[src/rtl/nand_seq_pkg.sv]
package nand_seq_pkg;
  typedef enum logic [2:0] {
    S_IDLE, S_CMD1, S_ADDR, S_CMD2, S_DATA, S_WB, S_RB
  } seq_state_t;

  localparam logic [2:0] RA_OPC1   = 3'd0;
  localparam logic [2:0] RA_OPC2   = 3'd1;
  localparam logic [2:0] RA_ADDRLO = 3'd2;
  localparam logic [2:0] RA_ADDRHI = 3'd3;
  localparam logic [2:0] RA_CTRL   = 3'd4;
  localparam logic [2:0] RA_STAT   = 3'd5;
  localparam logic [2:0] RA_RESP   = 3'd6;
  localparam logic [2:0] RA_TXD    = 3'd7;

  localparam int CB_GO   = 0;
  localparam int CB_CLE  = 1;
  localparam int CB_ALE  = 2;
  localparam int CB_CMD2 = 3;
  localparam int CB_PIO  = 4;
  localparam int CB_TX   = 5;
  localparam int CB_CE   = 6;
endpackage

[src/rtl/nand_strobe_gen.sv]
module nand_strobe_gen #(
  parameter int T_LOW  = 2,
  parameter int T_HIGH = 2
) (
  input  logic clk,
  input  logic rst,
  input  logic start,
  output logic busy,
  output logic low,
  output logic sample,
  output logic done
);
  localparam int TMAX = (T_LOW > T_HIGH) ? T_LOW : T_HIGH;
  localparam int CW   = $clog2(TMAX + 1);
  localparam logic [CW-1:0] LOW_LAST  = CW'(T_LOW - 1);
  localparam logic [CW-1:0] HIGH_LAST = CW'(T_HIGH - 1);

  logic [1:0]    phase;   // 0 idle, 1 low, 2 high
  logic [CW-1:0] cnt;

  assign busy   = (phase != 2'd0);
  assign low    = (phase == 2'd1);
  assign sample = low && (cnt == LOW_LAST);
  assign done   = (phase == 2'd2) && (cnt == HIGH_LAST);

  always_ff @(posedge clk) begin
    if (rst) begin
      phase <= 2'd0;
      cnt   <= '0;
    end else begin
      case (phase)
        2'd0: if (start) begin phase <= 2'd1; cnt <= '0; end
        2'd1: if (sample) begin phase <= 2'd2; cnt <= '0; end
              else cnt <= cnt + 1'b1;
        default: if (done) begin phase <= 2'd0; cnt <= '0; end
                 else cnt <= cnt + 1'b1;
      endcase
    end
  end
endmodule

[src/rtl/nand_seq_regs.sv]
module nand_seq_regs
  import nand_seq_pkg::*;
(
  input  logic        clk,
  input  logic        rst,
  input  logic        wr_en,
  input  logic [2:0]  wr_addr,
  input  logic [31:0] wr_data,
  input  logic [2:0]  rd_addr,
  output logic [31:0] rd_data,
  input  logic        seq_finish,
  input  logic        resp_wr,
  input  logic [1:0]  resp_lane,
  input  logic [7:0]  resp_byte,
  input  logic        rb,
  output logic [7:0]  opc1,
  output logic [7:0]  opc2,
  output logic [47:0] addr48,
  output logic [31:0] tx_data,
  output logic [13:1] ctrl_q,
  output logic        go_active,
  output logic        go_start,
  output logic        done_flag,
  output logic        err_flag
);
  logic [31:0] addr_lo, resp;
  logic [15:0] addr_hi;
  logic        go_req;

  assign addr48 = {addr_hi, addr_lo};
  assign go_req = wr_en && (wr_addr == RA_CTRL) && wr_data[CB_GO] && !go_active;

  always_ff @(posedge clk) begin
    if (rst) begin
      opc1 <= '0; opc2 <= '0; addr_lo <= '0; addr_hi <= '0;
      tx_data <= '0; ctrl_q <= '0; resp <= '0;
      go_active <= 1'b0; go_start <= 1'b0;
      done_flag <= 1'b0; err_flag <= 1'b0;
      rd_data <= '0;
    end else begin
      go_start <= go_req;
      if (wr_en) begin
        case (wr_addr)
          RA_OPC1:   opc1    <= wr_data[7:0];
          RA_OPC2:   opc2    <= wr_data[7:0];
          RA_ADDRLO: addr_lo <= wr_data;
          RA_ADDRHI: addr_hi <= wr_data[15:0];
          RA_TXD:    tx_data <= wr_data;
          RA_CTRL: begin
            if (go_active) err_flag <= 1'b1;
            else begin
              ctrl_q    <= wr_data[13:1];
              go_active <= wr_data[CB_GO];
            end
          end
          RA_STAT: begin
            if (wr_data[0]) done_flag <= 1'b0;
            if (wr_data[1]) err_flag  <= 1'b0;
          end
          default: ;
        endcase
      end
      if (seq_finish) begin
        go_active <= 1'b0;
        done_flag <= 1'b1;
      end
      if (go_req) resp <= '0;
      else if (resp_wr) resp[{resp_lane, 3'b000} +: 8] <= resp_byte;
      case (rd_addr)
        RA_OPC1:   rd_data <= {24'b0, opc1};
        RA_OPC2:   rd_data <= {24'b0, opc2};
        RA_ADDRLO: rd_data <= addr_lo;
        RA_ADDRHI: rd_data <= {16'b0, addr_hi};
        RA_CTRL:   rd_data <= {18'b0, ctrl_q, go_active};
        RA_STAT:   rd_data <= {28'b0, rb, go_active, err_flag, done_flag};
        RA_RESP:   rd_data <= resp;
        default:   rd_data <= tx_data;
      endcase
    end
  end
endmodule

[src/rtl/nand_seq_fsm.sv]
module nand_seq_fsm
  import nand_seq_pkg::*;
#(
  parameter int T_WB = 4
) (
  input  logic        clk,
  input  logic        rst,
  input  logic        go_start,
  input  logic [13:1] ctrl_q,
  input  logic [7:0]  opc1,
  input  logic [7:0]  opc2,
  input  logic [47:0] addr48,
  input  logic [31:0] tx_data,
  input  logic [7:0]  io_in,
  input  logic        rb,
  input  logic        strb_busy,
  input  logic        strb_sample,
  input  logic        strb_done,
  output logic        strb_start,
  output seq_state_t  state,
  output logic [7:0]  io_out,
  output logic        resp_wr,
  output logic [1:0]  resp_lane,
  output logic [7:0]  resp_byte,
  output logic        finish
);
  localparam int WBW = $clog2(T_WB + 1);
  localparam logic [WBW-1:0] WB_LAST = WBW'(T_WB - 1);

  logic [2:0]     idx;
  logic [WBW-1:0] wb_cnt;
  logic [2:0]     n_addr_m1;
  seq_state_t     after_cmd2, after_addr, after_cmd1, first_ph, nxt;
  logic           byte_state, last_byte;

  always_comb begin
    case (ctrl_q[9:8])
      2'd0:    n_addr_m1 = 3'd0;
      2'd1:    n_addr_m1 = 3'd2;
      2'd2:    n_addr_m1 = 3'd3;
      default: n_addr_m1 = 3'd4;
    endcase
    after_cmd2 = ctrl_q[CB_PIO]  ? S_DATA : S_WB;
    after_addr = ctrl_q[CB_CMD2] ? S_CMD2 : after_cmd2;
    after_cmd1 = ctrl_q[CB_ALE]  ? S_ADDR : after_addr;
    first_ph   = ctrl_q[CB_CLE]  ? S_CMD1 : after_cmd1;
    case (state)
      S_CMD1:  nxt = after_cmd1;
      S_ADDR:  nxt = after_addr;
      S_CMD2:  nxt = after_cmd2;
      default: nxt = S_WB;
    endcase
  end

  assign byte_state = (state == S_CMD1) || (state == S_ADDR) ||
                      (state == S_CMD2) || (state == S_DATA);
  assign last_byte  = (state == S_ADDR) ? (idx == n_addr_m1) :
                      (state == S_DATA) ? (idx == {1'b0, ctrl_q[13:12]}) : 1'b1;
  assign strb_start = byte_state && !strb_busy;
  assign finish     = (state == S_RB) && rb;
  assign resp_wr    = (state == S_DATA) && !ctrl_q[CB_TX] && strb_sample;
  assign resp_lane  = idx[1:0];
  assign resp_byte  = io_in;

  always_comb begin
    case (state)
      S_CMD1:  io_out = opc1;
      S_CMD2:  io_out = opc2;
      S_ADDR:  io_out = addr48[{idx, 3'b000} +: 8];
      S_DATA:  io_out = tx_data[{idx[1:0], 3'b000} +: 8];
      default: io_out = 8'h00;
    endcase
  end

  always_ff @(posedge clk) begin
    if (rst) begin
      state  <= S_IDLE;
      idx    <= '0;
      wb_cnt <= '0;
    end else begin
      case (state)
        S_IDLE: if (go_start) begin state <= first_ph; idx <= '0; wb_cnt <= '0; end
        S_WB: begin
          if (wb_cnt == WB_LAST) state <= S_RB;
          else wb_cnt <= wb_cnt + 1'b1;
        end
        S_RB: if (rb) state <= S_IDLE;
        default: if (strb_done) begin
          if (last_byte) begin state <= nxt; idx <= '0; end
          else idx <= idx + 1'b1;
        end
      endcase
    end
  end
endmodule

[src/rtl/nand_cmd_seq.sv]
module nand_cmd_seq
  import nand_seq_pkg::*;
#(
  parameter int T_LOW  = 2,
  parameter int T_HIGH = 2,
  parameter int T_WB   = 4
) (
  input  logic        clk,
  input  logic        rst,
  input  logic        wr_en,
  input  logic [2:0]  wr_addr,
  input  logic [31:0] wr_data,
  input  logic [2:0]  rd_addr,
  output logic [31:0] rd_data,
  output logic        nand_ce_n,
  output logic        nand_cle,
  output logic        nand_ale,
  output logic        nand_we_n,
  output logic        nand_re_n,
  output logic [7:0]  nand_io_out,
  output logic        nand_io_oe,
  input  logic [7:0]  nand_io_in,
  input  logic        nand_rb
);
  logic [7:0]  opc1, opc2, resp_byte;
  logic [47:0] addr48;
  logic [31:0] tx_data;
  logic [13:1] ctrl_q;
  logic        go_active, go_start, done_flag, err_flag, finish;
  logic        resp_wr, strb_start, strb_busy, strb_low, strb_sample, strb_done;
  logic [1:0]  resp_lane;
  seq_state_t  state;
  logic        rx_phase;

  nand_seq_regs u_regs (
    .clk(clk), .rst(rst), .wr_en(wr_en), .wr_addr(wr_addr), .wr_data(wr_data),
    .rd_addr(rd_addr), .rd_data(rd_data), .seq_finish(finish),
    .resp_wr(resp_wr), .resp_lane(resp_lane), .resp_byte(resp_byte), .rb(nand_rb),
    .opc1(opc1), .opc2(opc2), .addr48(addr48), .tx_data(tx_data), .ctrl_q(ctrl_q),
    .go_active(go_active), .go_start(go_start), .done_flag(done_flag), .err_flag(err_flag)
  );

  nand_strobe_gen #(.T_LOW(T_LOW), .T_HIGH(T_HIGH)) u_strb (
    .clk(clk), .rst(rst), .start(strb_start), .busy(strb_busy),
    .low(strb_low), .sample(strb_sample), .done(strb_done)
  );

  nand_seq_fsm #(.T_WB(T_WB)) u_fsm (
    .clk(clk), .rst(rst), .go_start(go_start), .ctrl_q(ctrl_q),
    .opc1(opc1), .opc2(opc2), .addr48(addr48), .tx_data(tx_data),
    .io_in(nand_io_in), .rb(nand_rb), .strb_busy(strb_busy),
    .strb_sample(strb_sample), .strb_done(strb_done), .strb_start(strb_start),
    .state(state), .io_out(nand_io_out), .resp_wr(resp_wr),
    .resp_lane(resp_lane), .resp_byte(resp_byte), .finish(finish)
  );

  assign rx_phase    = (state == S_DATA) && !ctrl_q[CB_TX];
  assign nand_ce_n   = !((state != S_IDLE) && ctrl_q[CB_CE]);
  assign nand_cle    = (state == S_CMD1) || (state == S_CMD2);
  assign nand_ale    = (state == S_ADDR);
  assign nand_we_n   = !(strb_low && !rx_phase);
  assign nand_re_n   = !(strb_low && rx_phase);
  assign nand_io_oe  = nand_cle || nand_ale || ((state == S_DATA) && ctrl_q[CB_TX]);
endmodule

[config.mk]
export PLATFORM = sky130hd
export DESIGN_NAME = nand_cmd_seq
export DESIGN_NICKNAME = d
export VERILOG_FILES = /design/src/rtl/nand_seq_pkg.sv /design/src/rtl/nand_strobe_gen.sv /design/src/rtl/nand_seq_regs.sv /design/src/rtl/nand_seq_fsm.sv /design/src/rtl/nand_cmd_seq.sv
export SDC_FILE = /design/constraint.sdc
export NUM_CORES = 1
export LEC_CHECK = 0
export BUFFER_PORTS_ARGS = -buffer_cell sky130_fd_sc_hd__buf_2
export CORE_MARGIN = 4
export CORE_UTILIZATION = 50
export CTS_BUF_LIST = sky130_fd_sc_hd__clkbuf_2
export DETAILED_ROUTE_END_ITERATION = 12
export PLACE_DENSITY = 0.7
export SYNTH_ARGS = -nofsm -noshare
export SYNTH_HDL_FRONTEND = slang
export SYNTH_SLANG_ARGS = --single-unit
export TNS_END_PERCENT = 20
[constraint.sdc]
create_clock -name clk -period 4.9 [get_ports clk]
set_clock_uncertainty 0.1 [all_clocks]
set_input_delay 0 -clock clk [delete_from_list [all_inputs] [get_ports clk]]
set_output_delay 0 -clock clk [all_outputs]
set_load 0.05 [all_outputs]
==> flow_metrics.env <==
export IMPL_gr_usage_all_layers=0.292
export IMPL_antenna_found_initial=1
export IMPL_synthArstFlopShare=0
export IMPL_final_cell_mix="nand2_1, dfxtp_1, a21oi_1"
export IMPL_syn2layout_area_growth_pct=21.0
export IMPL_rows=48
export IMPL_numCtsBuffers=17
export IMPL_core_um2=17300
export IMPL_grt_start_max_net_pins=95
export IMPL_fin_setup_tns_ns=0
export IMPL_finalNetCount=1288
export IMPL_dr_pass1_iters=7
export IMPL_place_ws_ns=2.06
export IMPL_htreeDepth=4
export IMPL_finalSetupViolations=0
export IMPL_hp_start="rst"
export IMPL_cp_end_kind="primary output"
export IMPL_ir_drop_v=0.000164
export IMPL_syn_inst=1073
export IMPL_synth_edf_count=0
export IMPL_final_max_slew_viol_count=0
export IMPL_cts_root_buf="clkbuf_2"
export IMPL_clk_insertion_delay_late_ns=0.83
export IMPL_clock_sinks=190
export IMPL_r2r_cells=5
export IMPL_yosysWarnings=0
export IMPL_timing_rr_end="u_regs.resp[18]"
export IMPL_drc=0
export IMPL_start_kind="flop"
export IMPL_layout_commonest_cell="nand2_1"
export IMPL_syn_cell_area_um2=8820
export IMPL_status="finished clean"
export IMPL_grt_overflow=0
export IMPL_synth_seq_cells=190
export IMPL_io_buffers=95
export IMPL_dp_cells=1324
export IMPL_critPathArrivalTime_ns=3.43
export IMPL_hp_class="input port to flop"
export IMPL_grt_pass1_wl_um=45200
export IMPL_critPathMaxFanout=23
export IMPL_finalHoldViolations=0
export IMPL_max_cap_violations=0
export IMPL_r2r_slack_ns=1.95
export IMPL_seq_area_frac_synth=0.431
export IMPL_antenna_left=0
export IMPL_drt_iter0_drc=1024
export IMPL_holdWs_ns=0.0591
export IMPL_p_leak_uw=0.00380
export IMPL_hold_path_endpoint="u_regs.ctrl_q[3]"
export IMPL_syn_nets=1134
export IMPL_fin_crit_ns=3.53
export IMPL_clk_pin_slew_ns=0.30
export IMPL_synthFlopType="dfxtp_1"
export IMPL_period_share=0.721
export IMPL_grt_pass1_vias=8054
export IMPL_die_width_um=141
export IMPL_hpwl_um=18700
export IMPL_drt_total_wl_um=29200
export IMPL_wl_per_cell_um=19.9
export IMPL_layout_setup_ws_ns=1.37
export IMPL_worstReg2RegStart="u_fsm.idx[0]"
export IMPL_path_class="flop to primary output"
export IMPL_vias_per_cell=5.96
export IMPL_die_area_um2=19800
export IMPL_io_pins=96
export IMPL_ys_types=62
export IMPL_initial_utilization=0.510
export IMPL_postCtsSetupRepairBufs=0
export IMPL_power_density_nw_per_um2=254
export IMPL_die_y_um=141
export IMPL_fin_area_um2=10700
export IMPL_rsz0062_at_grt="no"
export IMPL_vias=8742
export IMPL_syn_avg_cell_area_um2=8.22
export IMPL_finalNonFillerCells=1468
export IMPL_cp_required_ns=4.80
export IMPL_drive_above_1_share=0.145
export IMPL_place_gp_congestion=0.897
export IMPL_cts_tree="built"
export IMPL_slew_headroom=0.0910
export IMPL_placed_cell_area_um2=9340
export IMPL_tightest_slew_ns=1.36
export IMPL_holdPathStages=3
export IMPL_cts_path_max_buffers=2
export IMPL_max_freq_ghz=0.283
[through the flow]
step,power [uW],util
2_1_floorplan,1780,-
3_3_place_gp,1870,0.540
3_5_place_dp,1870,0.540
4_1_cts,2710,0.617
5_1_grt,2810,0.617
6_report,2720,0.617
[state kept, by name (all words and copies together), names as in the netlist]
signal / cells
u_regs.addr_lo: 32
u_regs.rd_data: 32
u_regs.resp: 32
u_regs.tx_data: 32
u_regs.addr_hi: 16
u_regs.ctrl_q: 13
u_regs.opc1: 8
u_regs.opc2: 8
u_fsm.idx: 3
u_fsm.state: 3
u_fsm.wb_cnt: 3
u_strb.cnt: 2
u_strb.phase: 2
u_regs.done_flag: 1
u_regs.err_flag: 1
u_regs.go_active: 1
u_regs.go_start: 1
[timing repair]
action	4_1_cts	5_1_grt
endpoints found under the hold margin	188	0
setup endpoints to repair	0	0
resized for setup	0	0
hold buffers	109	0
[critical path, stage by stage, from the launching register on]
cell	delay, ns
dfxtp_1	1.13
inv_1	0.26
nand2_1	0.38
o22ai_1	0.12
a22oi_1	0.33
o22ai_1	0.15
buf_2	0.23
[power by group]
| group | total [uW] | internal [uW] | switching, uW |
|---|---|---|---|
| clock | 799 | 205 | 594 |
| sequential | 1600 | 1580 | 22.8 |
| combinational | 313 | 122 | 191 |
[metal layers]
metal	vias up	wire length (um)	GRT usage
met5	-	0	0
met4	0	1160	0.120
met3	69	2480	0.0478
met2	483	13300	0.444
met1	4127	12300	0.414
li1	4063	-	-
[area by class of cell]
type                       instances  area [um2]
antenna                            3        7.51
clock buffer                      17        85.1
clock inverter                    15         153
fill                            1554        6620
inverter                          20        75.1
multi-input combinational        781        4600
sequential                       190        3800
tap                              225         282
timing repair buffer             217        1670
[cell families (layout without fill, tap and decap cells)]
| logic type | Yosys count | count (layout) | synth area share |
|---|---|---|---|
| AOI/OAI and AO/OA | 270 | 270 | 0.181 |
| xor gates and xnor gates | 7 | 7 | 0.00695 |
| adders and majority gates | 12 | 12 | 0.0167 |
| buffers and inverters | 102 | 269 | 0.0478 |
| DFF | 190 | 190 | 0.431 |
| muxes | 69 | 69 | 0.105 |
| other | 0 | 3 | 0 |
| and+or+nand+nor | 423 | 423 | 0.211 |
[cells in the mapped netlist, types with 3 or more instances]
master | count | area, um2
a2111oi_0 | 3 | 26.3
a211oi_1 | 3 | 22.5
a21oi_1 | 167 | 836
a221oi_1 | 6 | 52.6
a222oi_1 | 5 | 50.1
a22oi_1 | 8 | 60.1
a31oi_1 | 3 | 18.8
and2_1 | 6 | 37.5
buf_1 | 5 | 18.8
buf_2 | 16 | 80.1
buf_4 | 3 | 22.5
clkbuf_1 | 57 | 214
dfxtp_1 | 190 | 3800
ha_1 | 11 | 138
inv_1 | 20 | 75.1
mux2_2 | 7 | 78.8
mux2i_1 | 44 | 440
mux4_2 | 18 | 405
nand2_1 | 254 | 953
nand2b_1 | 7 | 43.8
nand3_1 | 38 | 190
nand3b_1 | 8 | 60.1
nor2_1 | 71 | 267
nor2b_1 | 6 | 37.5
nor3_1 | 11 | 55.1
nor3b_2 | 3 | 37.5
o21ai_0 | 20 | 100
o221ai_1 | 18 | 158
o22ai_1 | 18 | 113
o31ai_1 | 4 | 30.0
or3_1 | 3 | 18.8
xnor2_1 | 3 | 26.3
xor2_1 | 4 | 35.0
[worst max path at each step]
| stage | start | to |
|---|---|---|
| floorplan | u_fsm.idx[0] | nand_io_out[0] |
| global placement | u_fsm.idx[0] | u_regs.resp[23] |
| detailed placement | u_fsm.idx[0] | u_regs.resp[20] |
| CTS | u_fsm.idx[0] | nand_io_out[6] |
| global route | u_fsm.idx[1] | nand_io_out[6] |
| finish | u_fsm.idx[1] | nand_io_out[6] |
Power figures use the tool's default switching activity.
